<file path="src/rtl/mu_pkg.sv">
// Package: register offsets and status bit positions shared by the
// messaging unit and its checker. Offsets are what host software decodes,
// so they are fixed; the rest is local numbering.
package mu_pkg;
    localparam int ADDR_W = 8;
    localparam int DATA_W = 32;

    localparam logic [ADDR_W-1:0] A_IMSG0 = 8'h10;
    localparam logic [ADDR_W-1:0] A_IMSG1 = 8'h14;
    localparam logic [ADDR_W-1:0] A_OMSG0 = 8'h18;
    localparam logic [ADDR_W-1:0] A_OMSG1 = 8'h1C;
    localparam logic [ADDR_W-1:0] A_DBELL = 8'h20;
    localparam logic [ADDR_W-1:0] A_ISTAT = 8'h24;
    localparam logic [ADDR_W-1:0] A_IMASK = 8'h28;
    localparam logic [ADDR_W-1:0] A_OSTAT = 8'h30;
    localparam logic [ADDR_W-1:0] A_OMASK = 8'h34;
    localparam logic [ADDR_W-1:0] A_INQ   = 8'h40;
    localparam logic [ADDR_W-1:0] A_OUTQ  = 8'h44;

    localparam logic [DATA_W-1:0] EMPTY_WORD = 32'hFFFF_FFFF;
    localparam int HOST_TAG_BIT = 31;

    // inbound status bit numbers
    localparam int IS_MSG0 = 0;
    localparam int IS_MSG1 = 1;
    localparam int IS_DB   = 2;
    localparam int IS_PNE  = 3;
    localparam int ISTAT_W = 4;

    // outbound status bit numbers
    localparam int OS_MSG0 = 0;
    localparam int OS_MSG1 = 1;
    localparam int OS_QNE  = 3;
    localparam int OS_OVF  = 4;
    localparam int OSTAT_W = 5;
endpackage

</file>
<file path="src/rtl/mu_fifo.sv">
// Single-clock FIFO with one pusher and one popper.
// Assumes DEPTH >= 2 and INIT_COUNT <= DEPTH. On reset it may be preloaded
// with INIT_COUNT words INIT_BASE + i*INIT_STEP (oldest first).
// A push while full is refused (the caller flags the drop); a pop while
// empty is ignored. Push and pop in the same cycle are both honoured.
module mu_fifo #(
    parameter int          W          = 32,
    parameter int          DEPTH      = 8,
    parameter int          INIT_COUNT = 0,
    parameter logic [31:0] INIT_BASE  = 32'h0,
    parameter logic [31:0] INIT_STEP  = 32'h0
) (
    input  logic         clk,
    input  logic         rst_n,
    input  logic         push,
    input  logic [W-1:0] push_data,
    input  logic         pop,
    output logic [W-1:0] head,
    output logic         empty,
    output logic         full
);
    localparam int PTR_W = $clog2(DEPTH);
    localparam int CNT_W = $clog2(DEPTH + 1);
    localparam logic [PTR_W-1:0] LAST = PTR_W'(DEPTH - 1);

    logic [W-1:0]     mem [DEPTH];
    logic [PTR_W-1:0] rd_ptr, wr_ptr;
    logic [CNT_W-1:0] count;
    logic             do_push, do_pop;

    assign empty   = (count == '0);
    assign full    = (count == CNT_W'(DEPTH));
    assign do_push = push && !full;
    assign do_pop  = pop && !empty;
    assign head    = mem[rd_ptr];

    // Storage: preload on reset, write accepted pushes afterwards.
    always_ff @(posedge clk) begin
        if (!rst_n) begin
            for (int i = 0; i < DEPTH; i++) begin
                mem[i] <= (i < INIT_COUNT) ? W'(INIT_BASE + INIT_STEP * i) : '0;
            end
        end else if (do_push) begin
            mem[wr_ptr] <= push_data;
        end
    end

    // Pointers and occupancy count.
    always_ff @(posedge clk) begin
        if (!rst_n) begin
            rd_ptr <= '0;
            wr_ptr <= PTR_W'(INIT_COUNT % DEPTH);
            count  <= CNT_W'(INIT_COUNT);
        end else begin
            if (do_push) wr_ptr <= (wr_ptr == LAST) ? '0 : wr_ptr + 1'b1;
            if (do_pop)  rd_ptr <= (rd_ptr == LAST) ? '0 : rd_ptr + 1'b1;
            case ({do_push, do_pop})
                2'b10:   count <= count + 1'b1;
                2'b01:   count <= count - 1'b1;
                default: count <= count;
            endcase
        end
    end
endmodule

</file>
<file path="src/rtl/mu_irq_unit.sv">
// Status/mask/interrupt cell for one direction.
// Bits selected by LEVEL_MASK follow level_in directly; the others are
// sticky: set by set_evt, cleared by clr_evt, with set winning a tie.
// irq is high when any status bit is set whose mask bit is 0.
module mu_irq_unit #(
    parameter int           W          = 4,
    parameter logic [W-1:0] LEVEL_MASK = '0
) (
    input  logic         clk,
    input  logic         rst_n,
    input  logic [W-1:0] set_evt,
    input  logic [W-1:0] clr_evt,
    input  logic [W-1:0] level_in,
    input  logic         mask_we,
    input  logic [W-1:0] mask_wdata,
    output logic [W-1:0] status,
    output logic [W-1:0] mask,
    output logic         irq
);
    // One status bit per position: a wire for level bits, a flop otherwise.
    for (genvar b = 0; b < W; b++) begin : g_bit
        if (LEVEL_MASK[b]) begin : g_level
            assign status[b] = level_in[b];
        end else begin : g_sticky
            logic held;
            // Sticky event bit, set has priority over clear.
            always_ff @(posedge clk) begin
                if (!rst_n)          held <= 1'b0;
                else if (set_evt[b]) held <= 1'b1;
                else if (clr_evt[b]) held <= 1'b0;
            end
            assign status[b] = held;
        end
    end

    // Mask register, written whole by the owning side.
    always_ff @(posedge clk) begin
        if (!rst_n)       mask <= '0;
        else if (mask_we) mask <= mask_wdata;
    end

    assign irq = |(status & ~mask);
endmodule

</file>
<file path="src/rtl/qpmu_top.sv">
// Queue-port messaging unit, device side.
// Host side: one read or one write per cycle (never both), registered read
// data valid after the read edge. Offsets 0x40 and 0x44 pop on read and push
// on write. Controller side: post FIFO drain, completion injection,
// messages and doorbell. All FIFOs have one pusher and one popper.
module qpmu_top
    import mu_pkg::*;
#(
    parameter int          Q_DEPTH    = 8,
    parameter int          FREE_COUNT = 6,
    parameter logic [31:0] FREE_BASE  = 32'h0000_1000,
    parameter logic [31:0] PKT_BYTES  = 32'h0000_0100
) (
    input  logic        clk,
    input  logic        rst_n,
    input  logic        host_wr,
    input  logic        host_rd,
    input  logic [7:0]  host_addr,
    input  logic [31:0] host_wdata,
    output logic [31:0] host_rdata,
    output logic        host_irq,
    output logic        ctl_post_valid,
    output logic [31:0] ctl_post_word,
    input  logic        ctl_post_take,
    input  logic        ctl_cpl_push,
    input  logic [31:0] ctl_cpl_word,
    input  logic        ctl_cpl_use_ctx,
    input  logic [31:0] ctl_cpl_ctx,
    output logic [31:0] ctl_imsg0,
    output logic [31:0] ctl_imsg1,
    input  logic [1:0]  ctl_imsg_ack,
    input  logic [1:0]  ctl_omsg_wr,
    input  logic [31:0] ctl_omsg_data,
    output logic [31:0] ctl_doorbell,
    input  logic [31:0] ctl_db_clr,
    output logic        ctl_irq
);
    // ---------------- host access decode ----------------
    logic wr_imsg0, wr_imsg1, wr_dbell, wr_imask, wr_ostat, wr_omask;
    logic wr_inq, wr_outq, rd_inq, rd_outq;

    assign wr_imsg0 = host_wr && (host_addr == A_IMSG0);
    assign wr_imsg1 = host_wr && (host_addr == A_IMSG1);
    assign wr_dbell = host_wr && (host_addr == A_DBELL);
    assign wr_imask = host_wr && (host_addr == A_IMASK);
    assign wr_ostat = host_wr && (host_addr == A_OSTAT);
    assign wr_omask = host_wr && (host_addr == A_OMASK);
    assign wr_inq   = host_wr && (host_addr == A_INQ);
    assign wr_outq  = host_wr && (host_addr == A_OUTQ);
    assign rd_inq   = host_rd && (host_addr == A_INQ);
    assign rd_outq  = host_rd && (host_addr == A_OUTQ);

    // ---------------- FIFOs ----------------
    logic [31:0] free_head, post_head, cpl_head, cpl_data;
    logic        free_empty, free_full, post_empty, post_full;
    logic        cpl_empty, cpl_full, free_push;

    // Only controller-memory offsets (tag bit clear) go back on the free list.
    assign free_push = wr_outq && !host_wdata[HOST_TAG_BIT];
    assign cpl_data  = ctl_cpl_use_ctx ? ctl_cpl_ctx : ctl_cpl_word;

    mu_fifo #(
        .W(32), .DEPTH(Q_DEPTH), .INIT_COUNT(FREE_COUNT),
        .INIT_BASE(FREE_BASE), .INIT_STEP(PKT_BYTES)
    ) u_free_q (
        .clk(clk), .rst_n(rst_n),
        .push(free_push), .push_data(host_wdata), .pop(rd_inq),
        .head(free_head), .empty(free_empty), .full(free_full)
    );

    mu_fifo #(
        .W(32), .DEPTH(Q_DEPTH), .INIT_COUNT(0),
        .INIT_BASE(32'h0), .INIT_STEP(32'h0)
    ) u_post_q (
        .clk(clk), .rst_n(rst_n),
        .push(wr_inq), .push_data(host_wdata), .pop(ctl_post_take),
        .head(post_head), .empty(post_empty), .full(post_full)
    );

    mu_fifo #(
        .W(32), .DEPTH(Q_DEPTH), .INIT_COUNT(0),
        .INIT_BASE(32'h0), .INIT_STEP(32'h0)
    ) u_cpl_q (
        .clk(clk), .rst_n(rst_n),
        .push(ctl_cpl_push), .push_data(cpl_data), .pop(rd_outq),
        .head(cpl_head), .empty(cpl_empty), .full(cpl_full)
    );

    assign ctl_post_valid = !post_empty;
    assign ctl_post_word  = post_head;

    logic any_drop;
    assign any_drop = (free_push && free_full) || (wr_inq && post_full) ||
                      (ctl_cpl_push && cpl_full);

    // ---------------- message and doorbell registers ----------------
    logic [31:0] imsg0_q, imsg1_q, omsg0_q, omsg1_q, dbell_q;

    // Inbound messages: written by the host only.
    always_ff @(posedge clk) begin
        if (!rst_n) begin
            imsg0_q <= '0;
            imsg1_q <= '0;
        end else begin
            if (wr_imsg0) imsg0_q <= host_wdata;
            if (wr_imsg1) imsg1_q <= host_wdata;
        end
    end

    // Outbound messages: written by the controller only.
    always_ff @(posedge clk) begin
        if (!rst_n) begin
            omsg0_q <= '0;
            omsg1_q <= '0;
        end else begin
            if (ctl_omsg_wr[0]) omsg0_q <= ctl_omsg_data;
            if (ctl_omsg_wr[1]) omsg1_q <= ctl_omsg_data;
        end
    end

    // Doorbell: host ORs bits in, controller clears; a new ring wins.
    always_ff @(posedge clk) begin
        if (!rst_n) dbell_q <= '0;
        else        dbell_q <= (dbell_q & ~ctl_db_clr) | (wr_dbell ? host_wdata : 32'h0);
    end

    assign ctl_imsg0    = imsg0_q;
    assign ctl_imsg1    = imsg1_q;
    assign ctl_doorbell = dbell_q;

    // ---------------- interrupt cells ----------------
    logic [ISTAT_W-1:0] istat, imask, iset, iclr, ilvl;
    logic [OSTAT_W-1:0] ostat, omask, oset, oclr, olvl;

    always_comb begin
        iset = '0;
        iset[IS_MSG0] = wr_imsg0;
        iset[IS_MSG1] = wr_imsg1;
        iclr = '0;
        iclr[IS_MSG0] = ctl_imsg_ack[0];
        iclr[IS_MSG1] = ctl_imsg_ack[1];
        ilvl = '0;
        ilvl[IS_DB]  = |dbell_q;
        ilvl[IS_PNE] = !post_empty;
    end

    always_comb begin
        oset = '0;
        oset[OS_MSG0] = ctl_omsg_wr[0];
        oset[OS_MSG1] = ctl_omsg_wr[1];
        oset[OS_OVF]  = any_drop;
        oclr = wr_ostat ? host_wdata[OSTAT_W-1:0] : '0;
        olvl = '0;
        olvl[OS_QNE] = !cpl_empty;
    end

    mu_irq_unit #(
        .W(ISTAT_W), .LEVEL_MASK(ISTAT_W'((1 << IS_DB) | (1 << IS_PNE)))
    ) u_in_irq (
        .clk(clk), .rst_n(rst_n),
        .set_evt(iset), .clr_evt(iclr), .level_in(ilvl),
        .mask_we(wr_imask), .mask_wdata(host_wdata[ISTAT_W-1:0]),
        .status(istat), .mask(imask), .irq(ctl_irq)
    );

    mu_irq_unit #(
        .W(OSTAT_W), .LEVEL_MASK(OSTAT_W'(1 << OS_QNE))
    ) u_out_irq (
        .clk(clk), .rst_n(rst_n),
        .set_evt(oset), .clr_evt(oclr), .level_in(olvl),
        .mask_we(wr_omask), .mask_wdata(host_wdata[OSTAT_W-1:0]),
        .status(ostat), .mask(omask), .irq(host_irq)
    );

    // ---------------- host read path ----------------
    logic [31:0] rd_mux;

    // Select the read value; port reads report EMPTY_WORD when nothing to pop.
    always_comb begin
        unique case (host_addr)
            A_IMSG0: rd_mux = imsg0_q;
            A_IMSG1: rd_mux = imsg1_q;
            A_OMSG0: rd_mux = omsg0_q;
            A_OMSG1: rd_mux = omsg1_q;
            A_DBELL: rd_mux = dbell_q;
            A_ISTAT: rd_mux = 32'(istat);
            A_IMASK: rd_mux = 32'(imask);
            A_OSTAT: rd_mux = 32'(ostat);
            A_OMASK: rd_mux = 32'(omask);
            A_INQ:   rd_mux = free_empty ? EMPTY_WORD : free_head;
            A_OUTQ:  rd_mux = cpl_empty ? EMPTY_WORD : cpl_head;
            default: rd_mux = 32'h0;
        endcase
    end

    // Capture read data on the edge that takes the read.
    always_ff @(posedge clk) begin
        if (!rst_n)       host_rdata <= '0;
        else if (host_rd) host_rdata <= rd_mux;
    end
endmodule

</file>
<file path="config.mk">
export PLATFORM = sky130hd
export DESIGN_NAME = qpmu_top
export DESIGN_NICKNAME = d
export VERILOG_FILES = /design/src/rtl/mu_pkg.sv /design/src/rtl/mu_fifo.sv /design/src/rtl/mu_irq_unit.sv /design/src/rtl/qpmu_top.sv
export SDC_FILE = /design/constraint.sdc
export NUM_CORES = 2
export LEC_CHECK = 0
export ABC_AREA = 1
export BUFFER_PORTS_ARGS = -buffer_cell sky130_fd_sc_hd__buf_4
export CORE_AREA = 8 8 335 337
export DETAILED_ROUTE_END_ITERATION = 8
export DIE_AREA = 0 0 343 345
export GPL_ROUTABILITY_DRIVEN = 0
export GPL_TIMING_DRIVEN = 1
export MAX_ROUTING_LAYER = met4
export PLACE_DENSITY = 0.7
export SYNTH_ARGS = -nofsm -noshare
export SYNTH_HDL_FRONTEND = slang
export SYNTH_HIERARCHICAL = 1
export SYNTH_SLANG_ARGS = --single-unit
</file>
<file path="constraint.sdc">
create_clock -name clk -period 8.53 [get_ports clk]
set_input_delay 0.4265 -clock clk [delete_from_list [all_inputs] [get_ports clk]]
set_output_delay 0.4265 -clock clk [all_outputs]
set_load 0.01 [all_outputs]
</file>
# Word-level counts from Yosys, hierarchy flattened
# Memory sizes are Yosys's and may differ from the RTL's. A register that Yosys moved wholly into a read port is not among the register bits.
# Cells that the tools add are included.
# totals
memories	3
input_bits	179
reg_bits	236
ramBits	768
output_inout_bits	163
# classes
bitwise_logic	7
muxes	50
n_addsub	12
reduce_logical	46
eq_ne	26
# memory_table
memory	words	word_bits	read_ports	rd_ports_with_merged_regs	wr	line	rtl
u_cpl_q.mem	8	32	1	1	8	mu_fifo.sv:26	logic [W-1:0] mem [DEPTH];
u_free_q.mem	8	32	1	1	8	mu_fifo.sv:26	
u_post_q.mem	8	32	1	1	8	mu_fifo.sv:26	
# ops
op	count
$pmux W32 S11	1
$mux W32	7
$reduce_or A32 Y1	4
$mux W3	15
$eq A8 B6 Y1 const B	5
$and A32 B32 Y32	1
$eq A8 B5 Y1 const B	4
$not A32 Y32	1
$or A32 B32 Y32	1
$pmux W4 S2	3
$mux W1	23
$logic_and A1 B1 Y1	20
$add A3 B1 Y3 const B	6
$eq A3 B3 Y1 const B	6
$eq A8 B7 Y1 const B	2
$reduce_bool A2 Y1	8
$add A4 B1 Y4 const B	3
$eq A4 B4 Y1 const B	3
$logic_not A4 Y1	3
$sub A4 B1 Y4 const B	3
$logic_not A1 Y1	7
$eq A2 B1 Y1 const B	3
$eq A2 B2 Y1 const B	3
$and A5 B5 Y5	1
other kinds (7)	8

# Depth between registers and ports, before layout
# logic_depth
ltp_word	9
mapped_depth	18

# By module
# The synthesis kept the hierarchy.
# by_module_without_submodules
module	instances	area_per_inst_um2	cells_each	seq_area_each_um2
mu_fifo (u_post_q)	1	12630.9	1287	7947.6
mu_fifo (u_free_q)	1	12489.5	1284	7947.6
mu_fifo (u_cpl_q)	1	12162.9	1216	7947.6
qpmu_top	1	9831.9	1423	3843.7
mu_irq_unit (u_out_irq)	1	390.4	57	180.2
mu_irq_unit (u_in_irq)	1	281.5	43	120.1

# Worst setup path before layout
# Ideal clock, no wire load.
# synth_timing
path_kind	input -> register
start	in host_addr[7]
end	mem u_free_q.mem[1][0] (enable)
path_buffers	1
path_stages	9
arrival_ps	3829
setup_time_ps	466
slack_ps	4235
path_cell_list	inv_2 > nand2_1 > nor2_1 > buf_2 > and2_1 > inv_1 > nor3_2 > nand2_1 > o21ai_0
# synth_rtl
item	line	rtl
from (decl)	qpmu_top.sv:18	input logic [7:0] host_addr,
to (decl)	mu_fifo.sv:26	

==> flow_summary_export.csv <==
group,metric,value,unit
clocking,cts.htree.levels,3,
sta,rsz0062_at_grt,"false",
sta,fin_skew,33.2,ps
drt,routed_wl,161000,um
worst_setup_path,critPathCaptureType,"flop",
finish,postLayoutCellArea,54600,um^2
clocking,cts_tree,"done",
min_path,holdPathStages,4,
worst_setup_path,cp.arrival,4200,ps
die,initial_core_util,44.8,%
sta,slew_headroom,20.6,%
global_route,grt_pass1_wl,239000,um
placement,hpwl,102000,um
sta,slew_viol_final,0,
outcome,status,"finished, final reports clean",
min_path,min_to,"ctl_doorbell[1]",
min_path,min_from,"ctl_db_clr[1]",
clocking,hold_buffers,59,
worst_setup_path,path_class,"primary input to flop",
placement,io_buffers,341,
power,p_leak,22.2,nW
synthesis,syn-num-nets,5512,
flow_run,cap_violations,0,
sta,worst_slew_pin_slew,1180,ps
clocking,cts_resized,0,
synthesis,avgSynthCellArea,9.00,um^2
drt,final_antenna_net_count,0,
worst_setup_path,cp.required,8870,ps
global_route,antenna_found_initial,9,
drt,num_vias,39900,
worst_setup_path,cp_top_family,"buffers and inverters",
die,die_x,343,um
drt,wl_met1,61000,um
drt,vias_per_cell,5.69,
placement,dpl_cell_area,50600,um^2
worst_setup_path,cpMostUsedCell,"buf_4",
worst_setup_path,r2r-end,"host_rdata[9]",
finish,layout-drive-gt1-share,13.6,%
worst_setup_path,reg2regPathDepth,12,
sta,min_period,3860,ps
drt,avgRoutedWirePerCell,23.0,um
synthesis,syn-instance-count,5309,
clocking,path_clk_slew,60,ps
sta,setup_tns,0,ps
global_route,grt_start_max_net_pins,107,
worst_setup_path,cpPeakStageDelay,600,ps
global_route,grt_pass1_vias,38300,
die,ios,342,
worst_setup_path,crit_start,"host_addr[4]",
clocking,clock_sinks,1014,
drt,drt_iter0_markers,5209,
sta,timing_hold_violations_final,0,
drt,met3_length,18000,um
worst_setup_path,r2r_setup_slack,4900,ps
clocking,clock_latency,700,ps
drt,first_pass_iters,6,
drt,route.met2.wl,74000,um
sta,timing.fmax,0.259,GHz
clocking,cts_made_buffers,104,
power,ir_worst_vdd,0.159,mV
worst_setup_path,cp-start-kind,"primary input",
worst_setup_path,critPathMaxFanout,92,
die,dieArea,118000,um^2
drt,top_layer,"met4",
min_path,hold_class,"primary input to flop",
worst_setup_path,path_buf_inv,7,
sta,min_period_over_period,45.3,%
global_route,grt-ovfl-total,0,
power,powerDensity,223,nW/um^2
synthesis,netlist_area,47800,um^2
clocking,root_buffer,"clkbuf_16",
clocking,cts_buffer_depth,3,
finish,layout-area-overhead-vs-synth,14.3,%
die,core_area,107000,um^2
die,fp-row-count,120,
global_route,grt_usage,26.9,%
worst_setup_path,path_cells,"buf_4 > inv_1 > nand2_1 > nor2_4 > buf_4 > and2_1 > inv_1 > nor3_2 > nand3_4 > buf_4 > inv_4 > nand2_4 > nand2_1 > buf_4",
drt,drc,0,
finish,nets,5719,
sta,setup_viol,0,
synthesis,ys_warn_count,6,
die,die_y,345,um
worst_setup_path,slowest_stage,"buf_4",
clocking,post_cts_buffers,0,
final cells by class:
cell class | count | area [um^2]
clock inverter | 59 | 573
sequential | 1014 | 28000
inverter | 345 | 1300
multi-input combinational | 3582 | 16500
fill | 9667 | 52000
tap | 1403 | 1760
clock buffer | 135 | 2800
antenna | 5 | 12.5
timing repair buffer | 469 | 3670
registers in the layout, summed over array words and instances, names as in the netlist, 5 cells and up, named ones only:
signal and count:
u_cpl_q/mem 256, u_free_q/mem 256, u_post_q/mem 256, ctl_doorbell 32
ctl_imsg0 32, ctl_imsg1 32, host_rdata 32, omsg0_q 32
omsg1_q 32, u_out_irq/mask 5
metrics by stage:
stage / setup WS (ps) / power, W / cells / hold WS (ps) / util, %
after detailed placement: 3990 / 0.00764 / 6754 / 445 / 47.5
after CTS: 4720 / 0.0122 / 7007 / 6.11 / 51.2
after global routing: 4500 / 0.0126 / 7012 / 50.4 / 51.2
final: 4670 / 0.0122 / 7012 / 25.1 / 51.2
after global placement: 4080 / 0.00761 / 6754 / 437 / 47.5
after floorplan: 4240 / 0.00684 / 5309 / 429 / -
power breakdown:
part	internal (W)	switching, W
registers	0.00549	0.000105
clock network	0.00259	0.00196
logic	0.000628	0.00137
total	0.00871	0.00344
worst register-to-register path, cell delays in order (launching register included):
cell      delay, ps
dfxtp_4         500
inv_2           830
buf_4           770
o21ai_0         290
o21ai_0         140
nand2_1          80
nand2_1         200
o211ai_1        100
nand2_1         320
nor2_1           70
nand2_1          90
nand2_1          60
a21oi_1         130
layout by cell type (no fill, tap or decap), drive strengths merged:
cell type,instances
o211ai,54
dlygate4sd3,59
dfxtp,246
ha,21
or2,12
and2,1
nand2,676
a21oi,135
mux2,32
diode,5
xnor2,2
nor2,1497
nand4,8
clkinvlp,9
fa,3
bufinv,9
nand3,149
nor4,3
nor3,287
edfxtp,768
clkbuf,135
clkinv,39
conb,1
inv,347
o22ai,32
xor2,1
o21ai,667
buf,410
nand3b,1
per-layer routing:
layer,track usage [%],up-vias
li1,-,18100
met1,33.9,18800
met3,5.33,440
met5,-,-
met4,12.1,0
met2,41.9,2553
how the worst max path moves through the flow:
stage                     slack, ps             endpoint  cells after the start
after floorplan                4240   u_free_q/mem[1][0]                      9
after global placement         4080   u_free_q/mem[0][1]                     14
after detailed placement       3990  u_free_q/mem[0][31]                     14
after CTS                      4720  u_free_q/mem[0][29]                     14
after global routing           4500  u_free_q/mem[0][31]                     14
final                          4670   u_free_q/mem[0][2]                     14
Power figures use the tool's default switching activity.
